<file path="src/rtl/uart_irq_pkg.sv">
package uart_irq_pkg;

  localparam int SRC_W = 4;

  // Source bit positions
  localparam int BIT_RX    = 0;
  localparam int BIT_ERR   = 1;
  localparam int BIT_TX    = 2;
  localparam int BIT_MODEM = 3;

  // Register offsets
  localparam logic [7:0] OFS_PEND = 8'h30;
  localparam logic [7:0] OFS_SRC  = 8'h34;
  localparam logic [7:0] OFS_MASK = 8'h38;

  typedef enum logic [1:0] {
    RD_NONE = 2'd0,
    RD_PEND = 2'd1,
    RD_SRC  = 2'd2,
    RD_MASK = 2'd3
  } rdSel_e;

  typedef struct packed {
    logic             wrPend;
    logic             wrSrc;
    logic             wrMask;
    logic [SRC_W-1:0] data;
    logic [SRC_W-1:0] setSrc;
    rdSel_e           rdSel;
  } irqStrobe_t;

  function automatic int trigMult(input int channel);
    case (channel)
      0:       return 32;
      1, 4:    return 8;
      2, 3:    return 2;
      default: return 0;
    endcase
  endfunction

endpackage

</file>
<file path="src/rtl/uart_irq_ctrl.sv">
module uart_irq_ctrl
  import uart_irq_pkg::*;
#(
  parameter int ADDR_W  = 8,
  parameter int CNT_W   = 8,
  parameter int CHANNEL = 1
) (
  input  logic              clk,
  input  logic              rstN,
  input  logic [ADDR_W-1:0] busAddr,
  input  logic              busWrEn,
  input  logic [SRC_W-1:0]  busWrData,
  input  logic              evRx,
  input  logic              evErr,
  input  logic              evModem,
  input  logic              txAccept,
  input  logic              fifoEn,
  input  logic [2:0]        txTrig,
  input  logic [CNT_W-1:0]  txCount,
  output irqStrobe_t        strb
);

  localparam int MULT  = trigMult(CHANNEL);
  localparam int LVL_W = 9;
  localparam int CMP_W = (CNT_W > LVL_W) ? CNT_W : LVL_W;

  logic [CMP_W-1:0] levelVal;
  logic [CMP_W-1:0] countExt;
  logic             txBelow;
  logic             hitPend;
  logic             hitSrc;
  logic             hitMask;

  generate
    if (MULT == 0) begin : g_zeroLevel
      assign levelVal = '0;
    end else begin : g_scaledLevel
      assign levelVal = CMP_W'(txTrig) * CMP_W'(MULT);
    end
  endgenerate

  assign countExt = CMP_W'(txCount);
  assign txBelow  = fifoEn && (countExt <= levelVal);

  assign hitPend = (busAddr == ADDR_W'(OFS_PEND));
  assign hitSrc  = (busAddr == ADDR_W'(OFS_SRC));
  assign hitMask = (busAddr == ADDR_W'(OFS_MASK));

  always_comb begin
    strb                   = '0;
    strb.wrPend            = busWrEn && hitPend;
    strb.wrSrc             = busWrEn && hitSrc;
    strb.wrMask            = busWrEn && hitMask;
    strb.data              = busWrData;
    strb.setSrc[BIT_RX]    = evRx;
    strb.setSrc[BIT_ERR]   = evErr;
    strb.setSrc[BIT_TX]    = txAccept || txBelow;
    strb.setSrc[BIT_MODEM] = evModem;
    if (hitPend)      strb.rdSel = RD_PEND;
    else if (hitSrc)  strb.rdSel = RD_SRC;
    else if (hitMask) strb.rdSel = RD_MASK;
    else              strb.rdSel = RD_NONE;
  end


  one_wr_chk: assert property (@(posedge clk) disable iff (!rstN)
    $onehot0({strb.wrPend, strb.wrSrc, strb.wrMask}));


  tx_off_chk: assert property (@(posedge clk) disable iff (!rstN)
    (!fifoEn && !txAccept) |-> !strb.setSrc[BIT_TX]);

endmodule

</file>
<file path="src/rtl/uart_irq_regs.sv">
module uart_irq_regs
  import uart_irq_pkg::*;
#(
  parameter int DATA_W = 32
) (
  input  logic              clk,
  input  logic              rstN,
  input  irqStrobe_t        strb,
  output logic [DATA_W-1:0] busRdData,
  output logic              irq
);

  logic [SRC_W-1:0] srcQ;
  logic [SRC_W-1:0] maskQ;
  logic [SRC_W-1:0] pendQ;
  logic [SRC_W-1:0] srcClr;
  logic [SRC_W-1:0] pendClr;

  assign srcClr  = (strb.wrPend || strb.wrSrc) ? strb.data : '0;
  assign pendClr = strb.wrPend ? strb.data : '0;

  always_ff @(posedge clk) begin
    if (!rstN) begin
      srcQ  <= '0;
      maskQ <= '0;
      pendQ <= '0;
    end else begin
      srcQ  <= (srcQ & ~srcClr) | strb.setSrc;
      pendQ <= srcQ & ~maskQ & ~pendClr;
      if (strb.wrMask) maskQ <= strb.data;
    end
  end

  assign irq = |pendQ;

  always_comb begin
    case (strb.rdSel)
      RD_PEND: busRdData = DATA_W'(pendQ);
      RD_SRC:  busRdData = DATA_W'(srcQ);
      RD_MASK: busRdData = DATA_W'(maskQ);
      default: busRdData = '0;
    endcase
  end


  pend_subset_chk: assert property (@(posedge clk) disable iff (!rstN)
    (pendQ & ~$past(srcQ)) == '0);


  pend_clear_chk: assert property (@(posedge clk) disable iff (!rstN)
    strb.wrPend |=> ((srcQ | pendQ) & $past(strb.data & ~strb.setSrc)) == '0);


  mask_load_chk: assert property (@(posedge clk) disable iff (!rstN)
    strb.wrMask |=> maskQ == $past(strb.data));


  set_wins_chk: assert property (@(posedge clk) disable iff (!rstN)
    (strb.setSrc != '0) |=> (srcQ & $past(strb.setSrc)) == $past(strb.setSrc));

endmodule

</file>
<file path="src/rtl/uart_irq_unit.sv">
module uart_irq_unit
  import uart_irq_pkg::*;
#(
  parameter int ADDR_W  = 8,
  parameter int DATA_W  = 32,
  parameter int CNT_W   = 8,
  parameter int CHANNEL = 1
) (
  input  logic              clk,
  input  logic              rstN,
  input  logic [ADDR_W-1:0] busAddr,
  input  logic              busWrEn,
  input  logic [SRC_W-1:0]  busWrData,
  output logic [DATA_W-1:0] busRdData,
  input  logic              evRx,
  input  logic              evErr,
  input  logic              evModem,
  input  logic              txAccept,
  input  logic              fifoEn,
  input  logic [2:0]        txTrig,
  input  logic [CNT_W-1:0]  txCount,
  output logic              irq
);

  irqStrobe_t strb;

  uart_irq_ctrl #(
    .ADDR_W  (ADDR_W),
    .CNT_W   (CNT_W),
    .CHANNEL (CHANNEL)
  ) u_ctrl (
    .clk       (clk),
    .rstN      (rstN),
    .busAddr   (busAddr),
    .busWrEn   (busWrEn),
    .busWrData (busWrData),
    .evRx      (evRx),
    .evErr     (evErr),
    .evModem   (evModem),
    .txAccept  (txAccept),
    .fifoEn    (fifoEn),
    .txTrig    (txTrig),
    .txCount   (txCount),
    .strb      (strb)
  );

  uart_irq_regs #(
    .DATA_W (DATA_W)
  ) u_regs (
    .clk       (clk),
    .rstN      (rstN),
    .strb      (strb),
    .busRdData (busRdData),
    .irq       (irq)
  );

endmodule

</file>
<file path="config.mk">
export PLATFORM = sky130hd
export DESIGN_NAME = uart_irq_unit
export DESIGN_NICKNAME = d
export VERILOG_FILES = /design/src/rtl/uart_irq_pkg.sv /design/src/rtl/uart_irq_ctrl.sv /design/src/rtl/uart_irq_regs.sv /design/src/rtl/uart_irq_unit.sv
export SDC_FILE = /design/constraint.sdc
export NUM_CORES = 1
export LEC_CHECK = 0
export ABC_CLOCK_PERIOD_IN_PS = 2700
export BUFFER_PORTS_ARGS = -buffer_cell sky130_fd_sc_hd__buf_2
export CAP_MARGIN = 20
export CORE_UTILIZATION = 30
export CTS_CLUSTER_SIZE = 16
export DETAILED_ROUTE_END_ITERATION = 8
export MAX_ROUTING_LAYER = met4
export PLACE_DENSITY_LB_ADDON = 0.1
export SLEW_MARGIN = 10
export SYNTH_ARGS = -nofsm -noshare
export SYNTH_HDL_FRONTEND = slang
export SYNTH_HIERARCHICAL = 1
export SYNTH_SLANG_ARGS = --single-unit
</file>
<file path="constraint.sdc">
create_clock -name clk -period 2.7 [get_ports clk]
set_input_delay 0 -clock clk [delete_from_list [all_inputs] [get_ports clk]]
set_output_delay 0 -clock clk [all_outputs]
set_load 0.02 [all_outputs]
</file>
# Word-level counts from Yosys, hierarchy flattened
# Index checks and enable logic that the tools add are counted.
# word_totals
ff_bits	12
inputBits	31
out_inout_bits	33
word_cells	30
# classes
order_cmp	1
eq_ne	6
mux	6
bitwise_logic	7
reduce_logical	7
# ops
op	n
== test 8 x 6 -> 1 bit (second input constant)	3
AND 4 bit	3
NOT 4 bit	3
case mux 4 bit (3 select lines)	1
<= comparator 8 x 6 -> 1 bit	1
two-way mux 4 bit	2
two-way mux 2 bit	3
== test 2 bit (second input constant)	2
logical AND 1 bit	4
OR 4 bit	1
OR reduction 4 bit	1
== test 2 x 1 -> 1 bit (second input constant)	1
logical OR 1 bit	2

# Logic depth before layout (Yosys ltp)
# Gate-level depths: netlist (run 1).
# depth
word_depth	7
mapped_depth	8
ltp_nobuf	8

# Modules after synthesis
# The synthesis (run 1) kept the hierarchy.
# by_module_without_submodules
mod	n_inst	cells_each	area_per_inst_um2	seq_area_each_um2
uart_irq_regs	1	82	740.7	240.2
uart_irq_ctrl	1	29	220.2	0.0

# Least setup slack after synthesis (run 1)
# Ideal clock, no wire load.
# synth_path
path_type	input port to output port
from	input port busAddr[7]
to	output port busRdData[2]
t_arrival_ns	1.331
t_required_ns	2.700
setup_slack_ns	1.369
path_stages	5
path_buffers	0
cell_sequence	nor4_2 -> nand3_2 -> nor2_1 -> mux2_4 -> a22o_1
# synth_rtl
element	line	source
start: declaration	uart_irq_unit.sv:11	input logic [ADDR_W-1:0] busAddr,
end: declaration	uart_irq_unit.sv:14	output logic [DATA_W-1:0] busRdData,

==> key figures, run 1 <==
Logic synthesis
  • Post-Synth XOR/XNOR Area: less than 1%
  • Asr flop ratio synth: 0%
  • Netlist Area Pre-Place: 960.9 um^2
  • Flops & latches, synth: 12
  • Synth area leader: buf_4
  • Synth Instances: roughly 110
  • Most used DFF post-synth: dfxtp_1
  • Multiplexer share of the synthesized area: a little under a tenth
  • Distinct cells, synth: 31
  • Synth top area cells: buf_4, dfxtp_1, mux2i_1
  • Avg Inst Size Synth: 8.657 um^2
  • Synth Area in Compound Gates: between 10% and 20%
  • Top-count cell post-synth: buf_4
  • Yosys top cell area share: a little over a quarter
  • Largest family of logic cells by synthesized area: buffers and inverters
  • Post-synth top cells: buf_4, dfxtp_1, inv_1
  • Register area share after synthesis: between 20% and 30%
  • Post-synth EDFFs: 0
  • Simple-Gate Fraction of Synth Area: between 10% and 20%
  • Adder-cell area share of the yosys netlist: 3.906%
  • Synth warnings: 6

Timing
  • Tcrit/Tclk final: roughly three fifths
  • TNS Setup: 0 ns
  • RSZ-0062 raised after global routing: no
  • Endpoints failing hold: 0
  • Relative max-transition margin: 63.51%
  • Worst-Margin Slew: around 0.55 ns
  • Max Fclk: around 0.61 GHz
  • Clock Skews: 0.0002006 ns
  • Final setup viols: 0
  • Post-layout min period: about 1.6 ns
  • Pins over their slew limit: 0

Setup path
  • Bufs and invs on worst path: 2
  • Critical path arrival: around 1.6 ns
  • Setup crit end kind: output port
  • FF-to-FF path depth: 2
  • Delay-heaviest family, CP: simple AND/OR/NAND/NOR gates
  • R2r startpoint: u_regs/srcQ[2]
  • Critical Path RT: roughly 2.7 ns
  • Crit path max fanout: 5
  • RR Endpoint: u_regs/pendQ[2]
  • Crit path cell chain: buf_2 -> nor4_2 -> nand3_2 -> nor2_1 -> mux2_2 -> a22o_1 -> buf_2
  • Slowest CP cell: mux2_2
  • Flop2flop setup slack: 1.98 ns
  • Setup Crit Path Kind: in2out
  • Crit-path most repeated cell: buf_2
  • Crit-path max cell delay: between 0.3 and 0.4 ns
  • Startpoint types: input port

Drt
  • Antenna-violating nets left: 0
  • DRT iter0 DRCs: 6
  • DR pass1 iterations: 6
  • Avg WL per Cell: between 9 and 10 um
  • DRC: 1
  • Drt total wl: between 1500 and 2000 um
  • Via-to-Cell Ratio: between 4 and 5
  • Routed via count: 768

Clocking
  • Sink Count: 12
  • Clk root buf: clkbuf_4
  • Max clock buf depth: 2
  • Clock slew at reported path FFs: 0.07 ns
  • Clock Latency Late Sink: 0.27 ns
  • H-tree depth: 1
  • Total CTS buffers: 3
  • Post-cts sizing count: 0
  • CTS tree: yes
  • # Post-CTS Setup Buffers: 0

Hold path
  • Tightest Hold Check Type: in2reg
  • Hold path start: rstN
  • Hold Crit Depth: 3
  • Worst Hold End: u_regs/pendQ[3]

GRT
  • Initial antenna violation count: 0
  • Pin count of the biggest net entering global routing: 13
  • Vias in the first global route: just over 700
  • First-pass GRT wire length: roughly 2900 um
  • Total gr overflow: 0
  • Tot GR Track Use: 11.51%

Placement
  • GPL Wtd Cong: between 0.7 and 0.8
  • Port-buffer cells: 35
  • Placed Instance Area: just over 1000 um^2
  • Hpwl dp: 1456 um

Die
  • DIE AREA: between 3000 and 4000 um^2
  • Row count: 20
  • Io pins: 64
  • Chip width: approximately 59 um
  • Die Height: around 59 um
  • Placeable Area: just over 3000 um^2
  • Initial Utilization: a little under a third

Final layout
  • Area growth from synthesis to layout: 15.76%
  • Fin area: 1112 um^2
  • Fin nets: between 150 and 200
  • Fillers: roughly 340
  • N_diodes: 0
  • Share of post-route cells with drive strength above 1: between 30% and 40%

Status
  • Status: complete, but fails checks
  • Failing checks: DRC

Power and ir drop
  • Peak supply drop: about 0.21 mV
  • Power Dens Cells: between 300 and 400 nW/um^2
  • LEAKAGE: 0.5444 nW

Run
  • Max Cap Viol: 0
-- routing by layer --
| layer | track usage [%] | part of all wire, % | up-vias |
|---|---|---|---|
| met4 | 3.061 | 0.88 | 0 |
| met5 | - | 0 | - |
| li1 | - | - | 387 |
| met3 | 4.176 | 6.3 | 2 |
| met1 | 11.96 | 42 | 345 |
| met2 | 20.53 | 51 | 34 |
-- cells in the final DEF, fill, tap and decap left out, drive strengths merged --
cell,n
or4,1
buf,35
mux2i,4
and2b,1
a211oi,4
a31o,1
nand3,2
nand3b,1
clkbuf,3
dlygate4sd3,7
nor2b,5
a31oi,4
inv,7
o21ai,5
nand2,4
and3,1
o21a,1
dfxtp,12
nor2,4
xnor2,1
a22o,4
conb,28
or2,1
nor4b,2
nor4,1
ha,3
mux2,4
-- cell type report --
class / count / area (um^2) / share of cell area (%)
Inverter: 7 / 26.28 / 2.362
Tap cell: 44 / 55.05 / 4.949
Timing Repair Buffer: 42 / 245.2 / 22.05
Clock buffer: 3 / 22.52 / 2.025
Sequential cell: 12 / 240.2 / 21.60
Multi-Input combinational cell: 82 / 523.0 / 47.02
-- stage by stage --
step / power, mW / setup WS [ns] / util (%) / hold slack (ns) / std cells
after detailed placement: 0.2908 / 1.055 / 33.40 / 0.2201 / 180
after global routing: 0.4300 / 0.9418 / 36.43 / 0.06852 / 190
final: 0.3993 / 1.063 / 36.43 / 0.06909 / 190
after global placement: 0.2895 / 1.075 / 33.40 / 0.2181 / 180
after CTS: 0.4076 / 1.051 / 36.43 / 0.06681 / 190
after floorplan: 0.2970 / 1.369 / - / 0.1331 / 138
-- cell families (layout without fill, tap and decap cells) --
logic type                 count (synthesis)  count (layout)
AOI/OAI and AO/OA                         19              19
xor gates and xnor gates                   1               1
adders and majority gates                  3               3
buffers and inverters                     44              52
DFF                                       12              12
muxes                                      8               8
other                                      1              28
and+or+nand+nor                           23              23
-- state kept, by name (all words and copies together), names as in the netlist --
register      flops
u_regs/maskQ      4
u_regs/pendQ      4
u_regs/srcQ       4
-- report_power, final --
| part | switching (mW) | total, mW | internal, mW |
|---|---|---|---|
| clock | 0.0532 | 0.105 | 0.0515 |
| sequential | 0.00452 | 0.189 | 0.185 |
| combinational | 0.0642 | 0.105 | 0.0412 |
-- worst register-to-register path: cells and delay by family, from the launching register on --
kind,cells,cell delay [ns]
and+or+nand+nor,1,0.06
DFF,1,0.36
AOI/OAI and AO/OA,1,0.22
-- how the worst max path moves through the flow --
| stage | startpoint | endpoint | slack, ns | cells past startpoint |
|---|---|---|---|---|
| global placement | busAddr[7] | busRdData[1] | 1.08 | 7 |
| global route | busAddr[7] | busRdData[1] | 0.94 | 7 |
| CTS | busAddr[7] | busRdData[1] | 1.05 | 7 |
| floorplan | busAddr[7] | busRdData[2] | 1.37 | 5 |
| finish | busAddr[7] | busRdData[1] | 1.06 | 7 |
| detailed placement | busAddr[7] | busRdData[3] | 1.05 | 7 |
-- timing repair --
action | 4_1_cts | 5_1_grt
hold buffers | 7 | 0
endpoints found under the setup margin | 0 | 0
endpoints found under the hold margin | 8 | 0
No activity file was read; power rests on OpenSTA's default activity.
==> run 2: changes to the inputs <==
Settings changed: ABC_CLOCK_PERIOD_IN_PS 2700 to 1400.
Clock period 2.7 ns to 1.4 ns, I/O delays scaled along.
==> run 2 against run 1 <==
- the flow now finishes without violations
- core utilization up 3.1 points
- via count up 5.2%
- die area unchanged
- clock skew about the same
- register-to-register slack worse by 1.3 ns
- worst setup slack worse by 1.1 ns
- global-route usage up 1.1 points
- non-clock buffer count up 6
- total power up 97%
- critical path type unchanged
- largest cell class unchanged
- largest power group unchanged
==> key figures, run 2 (synthesis results as in run 1) <==
Status
  • Status: completed (was complete, but fails checks)

Final layout
  • Area growth from synthesis to layout: 25.52% (was 15.76%)
  • Share of post-route cells with drive strength above 1: 36.18% (was 33.56%)
  • Fin nets: 188 (was 182)
  • Most frequent cells in the layout: buf_2, conb_1, dfxtp_1 (unchanged)
  • N_diodes: 0 (unchanged)
  • Most common cell after layout, fill and taps aside: buf_2 (unchanged)
  • Biggest registers after layout: u_regs/maskQ (4), u_regs/pendQ (4), u_regs/srcQ (4) (unchanged)

Timing
  • Tcrit/Tclk final: roughly 99%
  • Final hold slack: 0.06844 ns (was 0.06909 ns)
  • TNS Setup: 0 ns (unchanged)
  • Endpoints failing hold: 0 (unchanged)
  • RSZ-0062 raised after global routing: yes (was no)
  • Clock Skews: 0.0001650 ns (was 0.0002006 ns)
  • Pins over their slew limit: 0 (unchanged)
  • Max Fclk: approximately 0.7 GHz
  • Setup ws final: 0.007362 ns (was 1.063 ns)
  • Final setup viols: 0 (unchanged)
  • Post-layout min period: 1.393 ns

Drt
  • DRC: 0 (was 1)
  • Antenna-violating nets left: 0 (unchanged)
  • Via-to-Cell Ratio: 4.122 (was 4.042)
  • Avg WL per Cell: 10.20 um (was 9.574 um)
  • Drt total wl: 2000 um (was 1819 um)
  • Routed via count: 808 (was 768)
  • DR pass1 iterations: 6 (unchanged)
  • DRT iter0 DRCs: 23 (was 6)

Power and ir drop
  • Combinational power share: 27.1% (was 26.4%)
  • Flop pwr share: 46.3% (was 47.4%)
  • Psw: 0.2460 mW (was 0.1218 mW)
  • Peak supply drop: 0.4742 mV (was 0.2084 mV)
  • Power Dens Cells: 653.1 nW/um^2 (was 359.0 nW/um^2)
  • Internal: 0.5418 mW (was 0.2774 mW)
  • Clock share of power: 26.6% (was 26.2%)
  • Sw Ratio: 31.22% (was 30.52%)
  • LEAKAGE: 0.5850 nW (was 0.5444 nW)

Clocking
  • Max clock buf depth: 2 (unchanged)
  • H-tree depth: 1 (unchanged)
  • Clk root buf: clkbuf_4 (unchanged)
  • Sink Count: 12 (unchanged)
  • Clock Latency Late Sink: 0.27 ns (about the same)
  • Total CTS buffers: 3 (unchanged)
  • CTS tree: yes (unchanged)
  • Clock slew at reported path FFs: 0.07 ns (about the same)

Die
  • Chip width: 58.60 um (unchanged)
  • Initial Utilization: 31.48% (unchanged)
  • DIE AREA: 3433 um^2 (unchanged)
  • Die Height: 58.60 um (unchanged)
  • Row count: 20 (unchanged)
  • Io pins: 64 (unchanged)
  • Placeable Area: 3053 um^2 (unchanged)

Setup path
  • Delay-heaviest family, CP: simple AND/OR/NAND/NOR gates (unchanged)
  • Crit-path max cell delay: 0.33 ns (was 0.38 ns)
  • Crit path cell chain: buf_6 -> nor4_4 -> nand3_2 -> nor2_1 -> buf_4 -> mux2_2 -> a22o_1 -> buf_2 (was buf_2 -> nor4_2 -> nand3_2 -> nor2_1 -> mux2_2 -> a22o_1 -> buf_2)
  • Critical Path RT: 1.40 ns (was 2.70 ns)
  • Critical path arrival: 1.39 ns (was 1.64 ns)
  • Flop2flop setup slack: 0.68 ns (was 1.98 ns)
  • Bufs and invs on worst path: 3 (was 2)
  • Crit path max fanout: 5 (unchanged)
  • Slowest CP cell: mux2_2 (unchanged)
  • Startpoint types: input port (unchanged)
  • RR Endpoint: u_regs/pendQ[3] (was u_regs/pendQ[2])
  • R2r startpoint: u_regs/srcQ[3] (was u_regs/srcQ[2])
  • Setup crit end kind: output port (unchanged)
  • FF-to-FF path depth: 2 (unchanged)
  • Setup Crit Path Kind: in2out (unchanged)

Placement
  • Hpwl dp: 1501 um (was 1456 um)
  • Port-buffer cells: 35 (unchanged)
  • DP Worst Slack: -0.07188 ns (was 1.055 ns)
  • GPL Wtd Cong: 0.7371 (was 0.7762)

Hold path
  • Worst Hold End: u_regs/pendQ[1] (was u_regs/pendQ[3])
  • Hold Crit Depth: 3 (unchanged)
  • Tightest Hold Check Type: in2reg (unchanged)
  • Hold path start: rstN (unchanged)

GRT
  • Pin count of the biggest net entering global routing: 13 (unchanged)
  • Vias in the first global route: 716 (was 704)
  • Tot GR Track Use: 12.61% (was 11.51%)
  • Total gr overflow: 0 (unchanged)
  • Initial antenna violation count: 0 (unchanged)
  • First-pass GRT wire length: 3132 um (was 2870 um)

Run
  • Max Cap Viol: 0 (unchanged)
==> run 2: cell count changes in the layout (fill, tap and decap cells not counted), sizes merged <==
cell / before / now
buf: 35 / 41
==> run 2: stage by stage <==
stage / power, mW / instance area [um^2] / cells / utilization (%)
2_1_floorplan: 0.5727 / 1062 / 138 / -
6_report: 0.7877 / 1206 / 196 / 39.51
4_1_cts: 0.7962 / 1194 / 196 / 39.10
3_5_place_dp: 0.5623 / 1057 / 185 / 34.63
3_3_place_gp: 0.5598 / 1057 / 185 / 34.63
5_1_grt: 0.8428 / 1206 / 196 / 39.51
==> run 2: final cells by class <==
cell class / instances / area, um^2
Clock buffer: 3 / 22.52
Fill cell: 338 / 1847
Inverter: 7 / 26.28
Multi-Input combinational cell: 82 / 540.5
Sequential cell: 12 / 240.2
Tap cell: 44 / 55.05
Timing Repair Buffer: 48 / 321.6
==> run 2: power by group through the flow <==
stage	clock network [mW]	logic [mW]	registers (mW)
after global placement	0	0.187	0.373
after detailed placement	0	0.190	0.373
final	0.209	0.214	0.365
after floorplan	0	0.203	0.370
after CTS	0.220	0.212	0.365
after global routing	0.239	0.237	0.367
==> run 2: layer usage <==
metal	GRT usage (%)	wire [um]	part of all wire [%]
met2	20.20	954	48
met3	4.176	130	6.5
met1	14.65	891	45
met5	-	0	0
met4	4.762	23	1.2
==> run 2: worst reg2reg max path: cells and delay by family, from the launching register on <==
family	cells	cell delay, ns
flops	1	0.36
compound gates	1	0.21
simple gates	1	0.06
==> run 2: worst max-delay path by stage <==
stage / startpoint / to / slack [ns] / cells past startpoint
after floorplan: busAddr[7] / busRdData[2] / 0.07 / 5
after global placement: busAddr[7] / busRdData[2] / -0.06 / 8
after detailed placement: busAddr[7] / busRdData[2] / -0.07 / 8
after CTS: busAddr[6] / busRdData[0] / 0.006 / 8
after global routing: busAddr[0] / busRdData[3] / -0.07 / 8
final: busAddr[0] / busRdData[3] / 0.007 / 8
==> run 2: what timing repair did <==
| item | in CTS | in global routing |
|---|---|---|
| gates resized for setup | 8 | 3 |
| pin swaps | 5 | 1 |
| hold buffers | 7 | 0 |
| setup buffers | 1 | 0 |
| setup endpoints to repair | 4 | 4 |
| endpoints found under the hold margin | 8 | 0 |
